--- src/rtl/ser_tx_pkg.sv ---
package ser_tx_pkg;

  typedef enum logic [2:0] {
    ST_IDLE  = 3'd0,
    ST_START = 3'd1,
    ST_DATA  = 3'd2,
    ST_SLOT  = 3'd3,
    ST_STOP1 = 3'd4,
    ST_STOP2 = 3'd5
  } txst_e;

  typedef struct packed {
    logic short_len;
    logic slot_on;
    logic slot_val;
    logic two_stop;
  } fmt_t;

endpackage

--- src/rtl/ser_tx_slot.sv ---
module ser_tx_slot #(
  parameter int DATA_W = 8
) (
  input  logic [DATA_W-1:0] data,
  input  logic              short_len,
  input  logic              par_en,
  input  logic              par_odd,
  input  logic              mp_en,
  input  logic              mp_bit,
  output logic              slot_on,
  output logic              slot_val
);

  logic [DATA_W-1:0] used;
  logic              par_even;

  // Top bit is dropped in short-character mode; lower bits always count.
  for (genvar i = 0; i < DATA_W; i++) begin : g_mask
    if (i == DATA_W - 1) begin : g_top
      assign used[i] = data[i] & ~short_len;
    end else begin : g_low
      assign used[i] = data[i];
    end
  end

  assign par_even = ^used;

  always_comb begin
    slot_on  = par_en | mp_en;
    slot_val = mp_en ? mp_bit : (par_even ^ par_odd);
  end

endmodule

--- src/rtl/ser_tx_hold.sv ---
module ser_tx_hold #(
  parameter int DATA_W = 8
) (
  input  logic              clk,
  input  logic              rst_ni,
  input  logic              host_wr,
  input  logic [DATA_W-1:0] host_wdata,
  input  logic              host_clr,
  input  logic              eng_load,
  input  logic              eng_end,
  output logic [DATA_W-1:0] hold_q,
  output logic              empty_q,
  output logic              end_q
);

  logic [DATA_W-1:0] hold_d;
  logic              empty_d;
  logic              end_d;

  always_comb begin
    hold_d  = hold_q;
    empty_d = empty_q;
    end_d   = end_q;
    if (host_wr) begin
      hold_d = host_wdata;
    end
    // engine set has priority over host clear
    if (eng_load) begin
      empty_d = 1'b1;
    end else if (host_clr) begin
      empty_d = 1'b0;
    end
    if (eng_load) begin
      end_d = 1'b0;
    end else if (eng_end) begin
      end_d = 1'b1;
    end
  end

  always_ff @(posedge clk or negedge rst_ni) begin
    if (!rst_ni) begin
      hold_q  <= '0;
      empty_q <= 1'b1;
      end_q   <= 1'b1;
    end else begin
      hold_q  <= hold_d;
      empty_q <= empty_d;
      end_q   <= end_d;
    end
  end

  // the engine only takes data the host has handed over
  assert_load_when_full_R2: assert property (@(posedge clk) disable iff (!rst_ni)
    eng_load |-> !empty_q);

  // a load leaves the empty flag set
  assert_load_sets_empty_R2: assert property (@(posedge clk) disable iff (!rst_ni)
    eng_load |=> empty_q);

  // end flag rises only on an engine end event
  assert_end_source_R10: assert property (@(posedge clk) disable iff (!rst_ni)
    $rose(end_q) |-> $past(eng_end));

endmodule

--- src/rtl/ser_tx_seq.sv ---
module ser_tx_seq
  import ser_tx_pkg::*;
#(
  parameter int DATA_W = 8
) (
  input  logic              clk,
  input  logic              rst_ni,
  input  logic              tick,
  input  logic              tx_en,
  input  logic [DATA_W-1:0] hold_q,
  input  logic              empty_q,
  input  fmt_t              fmt_in,
  output logic              eng_load,
  output logic              eng_end,
  output logic              line
);

  localparam int CW = (DATA_W > 1) ? $clog2(DATA_W) : 1;
  localparam logic [CW-1:0] LAST_LONG  = CW'(DATA_W - 1);
  localparam logic [CW-1:0] LAST_SHORT = CW'(DATA_W - 2);

  txst_e             st_q, st_d;
  logic [CW-1:0]     cnt_q, cnt_d;
  logic [DATA_W-1:0] sh_q, sh_d;
  fmt_t              fmt_q, fmt_d;
  logic              chain_q, chain_d;
  logic              stop2_q, stop2_d;
  logic              stop_sample;
  logic              finish;
  logic [CW-1:0]     last_idx;

  assign last_idx = fmt_q.short_len ? LAST_SHORT : LAST_LONG;

  always_comb begin
    st_d        = st_q;
    cnt_d       = cnt_q;
    sh_d        = sh_q;
    fmt_d       = fmt_q;
    chain_d     = chain_q;
    stop2_d     = stop2_q;
    eng_load    = 1'b0;
    eng_end     = 1'b0;
    stop_sample = 1'b0;
    finish      = 1'b0;
    if (!tx_en) begin
      st_d    = ST_IDLE;
      chain_d = 1'b0;
    end else if (tick) begin
      unique case (st_q)
        ST_IDLE: begin
          if (!empty_q) begin
            eng_load = 1'b1;
            st_d     = ST_START;
          end
        end
        ST_START: begin
          st_d  = ST_DATA;
          cnt_d = '0;
        end
        ST_DATA: begin
          sh_d = sh_q >> 1;
          if (cnt_q == last_idx) begin
            st_d        = fmt_q.slot_on ? ST_SLOT : ST_STOP1;
            stop_sample = ~fmt_q.slot_on;
          end else begin
            cnt_d = cnt_q + 1'b1;
          end
        end
        ST_SLOT: begin
          st_d        = ST_STOP1;
          stop_sample = 1'b1;
        end
        ST_STOP1: begin
          if (stop2_q) begin
            st_d = ST_STOP2;
          end else begin
            finish = 1'b1;
          end
        end
        ST_STOP2: finish = 1'b1;
        default:  st_d = ST_IDLE;
      endcase
      if (stop_sample) begin
        stop2_d = fmt_q.two_stop;
        if (!empty_q) begin
          eng_load = 1'b1;
          chain_d  = 1'b1;
        end else begin
          eng_end = 1'b1;
          chain_d = 1'b0;
        end
      end
      if (finish) begin
        st_d    = chain_q ? ST_START : ST_IDLE;
        chain_d = 1'b0;
      end
      if (eng_load) begin
        sh_d  = hold_q;
        fmt_d = fmt_in;
      end
    end
  end

  always_ff @(posedge clk or negedge rst_ni) begin
    if (!rst_ni) begin
      st_q    <= ST_IDLE;
      cnt_q   <= '0;
      sh_q    <= '0;
      fmt_q   <= '0;
      chain_q <= 1'b0;
      stop2_q <= 1'b0;
    end else begin
      st_q    <= st_d;
      cnt_q   <= cnt_d;
      sh_q    <= sh_d;
      fmt_q   <= fmt_d;
      chain_q <= chain_d;
      stop2_q <= stop2_d;
    end
  end

  always_comb begin
    unique case (st_q)
      ST_START: line = 1'b0;
      ST_DATA:  line = sh_q[0];
      ST_SLOT:  line = fmt_q.slot_val;
      default:  line = 1'b1;
    endcase
  end

  // the line moves only right after a tick
  assert_cell_on_tick_R8: assert property (@(posedge clk) disable iff (!rst_ni)
    (tx_en && $past(tx_en) && (line != $past(line))) |-> $past(tick));

  // loads happen only on a tick
  assert_load_on_tick_R8: assert property (@(posedge clk) disable iff (!rst_ni)
    eng_load |-> (tick && tx_en));

  // a pending frame follows the last stop cell at once
  assert_chain_start_R9: assert property (@(posedge clk) disable iff (!rst_ni)
    (tx_en && tick && chain_q && ((st_q == ST_STOP2) || (st_q == ST_STOP1 && !stop2_q)))
      |=> (!tx_en || !line));

endmodule

--- src/rtl/ser_tx_core.sv ---
module ser_tx_core
  import ser_tx_pkg::*;
#(
  parameter int DATA_W = 8
) (
  input  logic              clk,
  input  logic              rst_n,
  input  logic              tick,
  input  logic              hold_wr,
  input  logic [DATA_W-1:0] hold_wdata,
  input  logic              empty_clr,
  input  logic              tx_en,
  input  logic              len_short,
  input  logic              par_en,
  input  logic              par_odd,
  input  logic              mp_en,
  input  logic              mp_bit,
  input  logic              stop_two,
  input  logic              empty_ie,
  input  logic              end_ie,
  output logic              txd,
  output logic              empty_irq,
  output logic              end_irq,
  output logic              empty_flag,
  output logic              end_flag
);

  logic [1:0]        rst_sync;
  logic              rst_ni;
  logic [DATA_W-1:0] hold_q;
  logic              eng_load;
  logic              eng_end;
  logic              line;
  logic              slot_on;
  logic              slot_val;
  fmt_t              fmt_in;

  always_ff @(posedge clk or negedge rst_n) begin
    if (!rst_n) begin
      rst_sync <= 2'b00;
    end else begin
      rst_sync <= {rst_sync[0], 1'b1};
    end
  end
  assign rst_ni = rst_sync[1];

  ser_tx_slot #(.DATA_W(DATA_W)) u_slot (
    .data      (hold_q),
    .short_len (len_short),
    .par_en    (par_en),
    .par_odd   (par_odd),
    .mp_en     (mp_en),
    .mp_bit    (mp_bit),
    .slot_on   (slot_on),
    .slot_val  (slot_val)
  );

  always_comb begin
    fmt_in.short_len = len_short;
    fmt_in.slot_on   = slot_on;
    fmt_in.slot_val  = slot_val;
    fmt_in.two_stop  = stop_two;
  end

  ser_tx_hold #(.DATA_W(DATA_W)) u_hold (
    .clk        (clk),
    .rst_ni     (rst_ni),
    .host_wr    (hold_wr),
    .host_wdata (hold_wdata),
    .host_clr   (empty_clr),
    .eng_load   (eng_load),
    .eng_end    (eng_end),
    .hold_q     (hold_q),
    .empty_q    (empty_flag),
    .end_q      (end_flag)
  );

  ser_tx_seq #(.DATA_W(DATA_W)) u_seq (
    .clk      (clk),
    .rst_ni   (rst_ni),
    .tick     (tick),
    .tx_en    (tx_en),
    .hold_q   (hold_q),
    .empty_q  (empty_flag),
    .fmt_in   (fmt_in),
    .eng_load (eng_load),
    .eng_end  (eng_end),
    .line     (line)
  );

  assign txd       = line | ~tx_en;
  assign empty_irq = empty_flag & empty_ie;
  assign end_irq   = end_flag & end_ie;

  // with the engine disabled only the host may touch the flags
  assert_idle_flags_R12: assert property (@(posedge clk) disable iff (!rst_ni)
    (!tx_en && !empty_clr) |=> ($stable(empty_flag) && $stable(end_flag)));

  // a disabled engine keeps the line high
  assert_idle_line_R12: assert property (@(posedge clk) disable iff (!rst_ni)
    (!tx_en && $past(!tx_en)) |-> txd);

endmodule

--- config.mk ---
export PLATFORM = sky130hd
export DESIGN_NAME = ser_tx_core
export DESIGN_NICKNAME = d
export VERILOG_FILES = /design/src/rtl/ser_tx_pkg.sv /design/src/rtl/ser_tx_slot.sv /design/src/rtl/ser_tx_hold.sv /design/src/rtl/ser_tx_seq.sv /design/src/rtl/ser_tx_core.sv
export SDC_FILE = /design/constraint.sdc
export NUM_CORES = 1
export LEC_CHECK = 0
export ABC_CLOCK_PERIOD_IN_PS = 2200
export CORE_MARGIN = 8
export CORE_UTILIZATION = 25
export CTS_BUF_LIST = sky130_fd_sc_hd__clkbuf_2 sky130_fd_sc_hd__clkbuf_4 sky130_fd_sc_hd__clkbuf_8
export CTS_CLUSTER_DIAMETER = 60
export CTS_CLUSTER_SIZE = 30
export DETAILED_ROUTE_END_ITERATION = 7
export DONT_BUFFER_PORTS = 1
export PLACE_DENSITY = 0.46
export SLEW_MARGIN = 20
export SYNTH_ARGS = -nofsm -noshare
export SYNTH_HDL_FRONTEND = slang
export SYNTH_SLANG_ARGS = --single-unit
--- constraint.sdc ---
create_clock -name clk -period 2.2 [get_ports clk]
set_input_delay 0.22 -clock clk [delete_from_list [all_inputs] [get_ports clk]]
set_output_delay 0.22 -clock clk [all_outputs]
set_load 0.005 [all_outputs]
==> impl_results.md <==
* FFs w/ async S/R, synth at between 90% and 100%
* Syn Inst Count at 150
* Share of cells above drive strength 1 at about a fifth
* Count leader, synth: dfrtp_1
* Crit path time final at ~2000 ps
* Tot GR Track Use at roughly 8%
* Clk_lat worst skew at ~280 ps
* Post-Syn Area at 1560 um2
* #FFs+latches synth at 32
* Post-synth EDFFs at 0
* Peak supply drop at between 0.3 and 0.4 mV
* Die area at 9040 um2
* ANT cells at 0
* Ports at 27
* Tcrit/Tclk final at between 90 and 100%
* Max-slew violation count at 0
* Yosys warnings at 0
* Final Hold Vio Count at 0
* # rows at 29
* Worst Setup End Kind: register
* CTS H-Tree Depth at 2
* Worst EP arrival at roughly 2200 ps
* Via Count at ~1.1k
* Clk buf depth at 2
* TritonRoute pass-1 iters at 4
* Remaining antenna violation count at 0
* Vias per inst at between 4 and 5
* Number of global-route vias before repair at roughly 1.1k
* Crit path max fanout at 15
* Dpl cells at roughly 220
* Final Skew at around 5.3 ps
* Area leader, netlist: dfrtp_1
* Post-synth top flop: dfrtp_1
* Maximum number of pins on one net before global-route repair at 31
* Setup TNS Final at 0 ps
* Post-Syn Area per Cell at approximately 10 um2
* Clock tree from TritonCTS: built
* PD cells at ~970 nW/um2
* Max Fclk at between 400 and 500 MHz
* Worst r2r path cells at 4
* CTS sink cnt at 32
* Initial Util at approximately a quarter
* TritonCTS Buffers at 5
* Port buffer count at 0
* Total Routed Length at 3500 um
* Root Buffer: clkbuf_8
* RSZ-0062 raised after global routing: false
* Die width at 95.1 um
* Die Height at 95.1 um
* Initial antenna violation count at 0
* Startpoint Class: register
* Top post-synthesis cells by area: dfrtp_1 48%, mux2_2 7.2%, a21oi_1 4.5%
* Final net count at between 150 and 200
* LEAKAGE at around 0.77 nW
* Routed length per placed instance at approximately 15 um
* Area Overhead vs Synth at 14.2%
* Leading cell types by count after synthesis: 30 x dfrtp_1, 14 x a21oi_1, 13 x inv_1
* Global-route wire length before repair at ~5600 um
* Req. time, crit path at 2360 ps
* Hold Path Depth at 1
* Max-Cap Viols at 0
* Syn_nets at 173
* DP HPWL at 2570 um
* Placer Congestion at about 0.8
* Status: finished clean
* GRT overflow at 0
* Detailed Route Iter0 Violations at 56
* Non-filler cells, final at approximately 230
* Netlist cell types at between 40 and 50
* Reg clk slew, reported paths at 70 ps
* Residual DRC at 0
* Sequential-to-total area share from yosys stat at 51.4%
* Post-synth top area share at around half
* Core area at between 6000 and 7000 um2
* Type of the worst setup path: register to register
* Hold Crit Class: input port to register
* Setup violators final at 0
==> worst paths after layout <==
check	startpoint	endpoint	slack (ps)
worst max-delay path	u_seq.cnt_q[0]$_DFFE_PN0P_	u_seq.fmt_q[0]$_DFFE_PN0P_	180
worst min-delay path	hold_wr	u_hold.hold_q[7]$_DFFE_PN0P_	30
worst max register to register	u_seq.cnt_q[0]$_DFFE_PN0P_	u_seq.fmt_q[0]$_DFFE_PN0P_	180
worst min register to register	rst_sync[1]$_DFF_PN0_	u_seq.sh_q[4]$_DFFE_PN0P_	250
max in group asynchronous	rst_sync[1]$_DFF_PN0_	u_hold.end_q$_DFFE_PN1P_	1630
min in group asynchronous	rst_n	rst_sync[0]$_DFF_PN0_	170
==> per-stage QoR <==
stage	total power (W)	cell area (um2)	utilization [%]	setup WS, ps	hold slack (ps)
finish	0.00172	1780	28.8	185	30.6
CTS	0.00174	1770	28.6	151	0.786
detailed placement	0.00117	1650	26.6	169	-75.5
floorplan	0.00109	1560	-	419	-75.6
global placement	0.00115	1650	26.6	228	-75.5
global route	0.00184	1780	28.8	13.8	18.0
==> layout by cell type (no fill, tap or decap), types with 2 or more instances in the layout <==
cell            n
or2_2           2
dlygate4sd3_1   2
nand2_1        11
nand2b_1        4
o22ai_1         7
clkbuf_8        5
a21oi_1        14
nor2_1          4
xor2_1          3
xnor2_1         4
a31o_2          2
o21ai_0         9
inv_1          13
and2_1          3
buf_4           3
dfstp_2         2
mux2_2         10
nor2b_1         4
dfrtp_1        30
==> flip-flops by register name (all words and copies together) (netlist names) <==
| signal | count |
|---|---|
| rst_sync | 2 |
| u_hold.empty_q | 1 |
| u_hold.end_q | 1 |
| u_hold.hold_q | 8 |
| u_seq.chain_q | 1 |
| u_seq.cnt_q | 3 |
| u_seq.fmt_q | 4 |
| u_seq.sh_q | 8 |
| u_seq.st_q | 3 |
| u_seq.stop2_q | 1 |
==> repair_timing <==
action | CTS | global route
endpoints found under the hold margin | 2 | 1
hold buffers | 1 | 1
resized for setup | 0 | 1
buffers inserted | 0 | 0
endpoints found under the setup margin | 0 | 7
==> per-layer routing <==
| metal | wire [um] | vias to the layer above | GRT usage (%) |
|---|---|---|---|
| met1 | 1530 | 545 | 10.1 |
| met4 | 8 | 0 | 2.47 |
| met5 | 0 | - | 0 |
| li1 | - | 532 | - |
| met3 | 309 | 2 | 3.94 |
| met2 | 1650 | 40 | 11.7 |
==> final cells by class <==
| type | instances | area (um2) |
|---|---|---|
| flip-flops and latches | 32 | 803 |
| clock buffers | 6 | 76.3 |
| clock inverters | 2 | 35.0 |
| multi-input cells | 99 | 682 |
| repair buffers | 5 | 42.5 |
| fillers | 639 | 4420 |
| inverters | 13 | 48.8 |
| well taps | 77 | 96.3 |
==> power breakdown <==
part	total [W]	internal [W]	switching, W	leakage [nW]
registers	0.000826	0.000724	0.000102	0.378
clock network	0.000560	0.000348	0.000211	0.0586
logic	0.000337	0.000170	0.000167	0.335
==> worst max-delay path, cell delays in order, from the launching register on <==
cell and delay, ps:
dfrtp_1 420, xor2_1 230, a41oi_1 240, a2111o_2 680, mux2_2 330
==> cell families (layout without fill, tap and decap cells) <==
group	count (synthesis)	in the layout	share of synthesized area, %
XOR/XNOR	8	8	5.36
AO/OA/AOI/OAI	43	43	17.5
buffers and inverters	19	26	5.04
multiplexers	11	11	7.85
other	1	1	0.240
AND/OR/NAND/NOR	35	35	11.8
flip-flops	32	32	51.4
adder cells (fa/ha/maj)	1	1	0.801
Power figures use the tool's default switching activity.
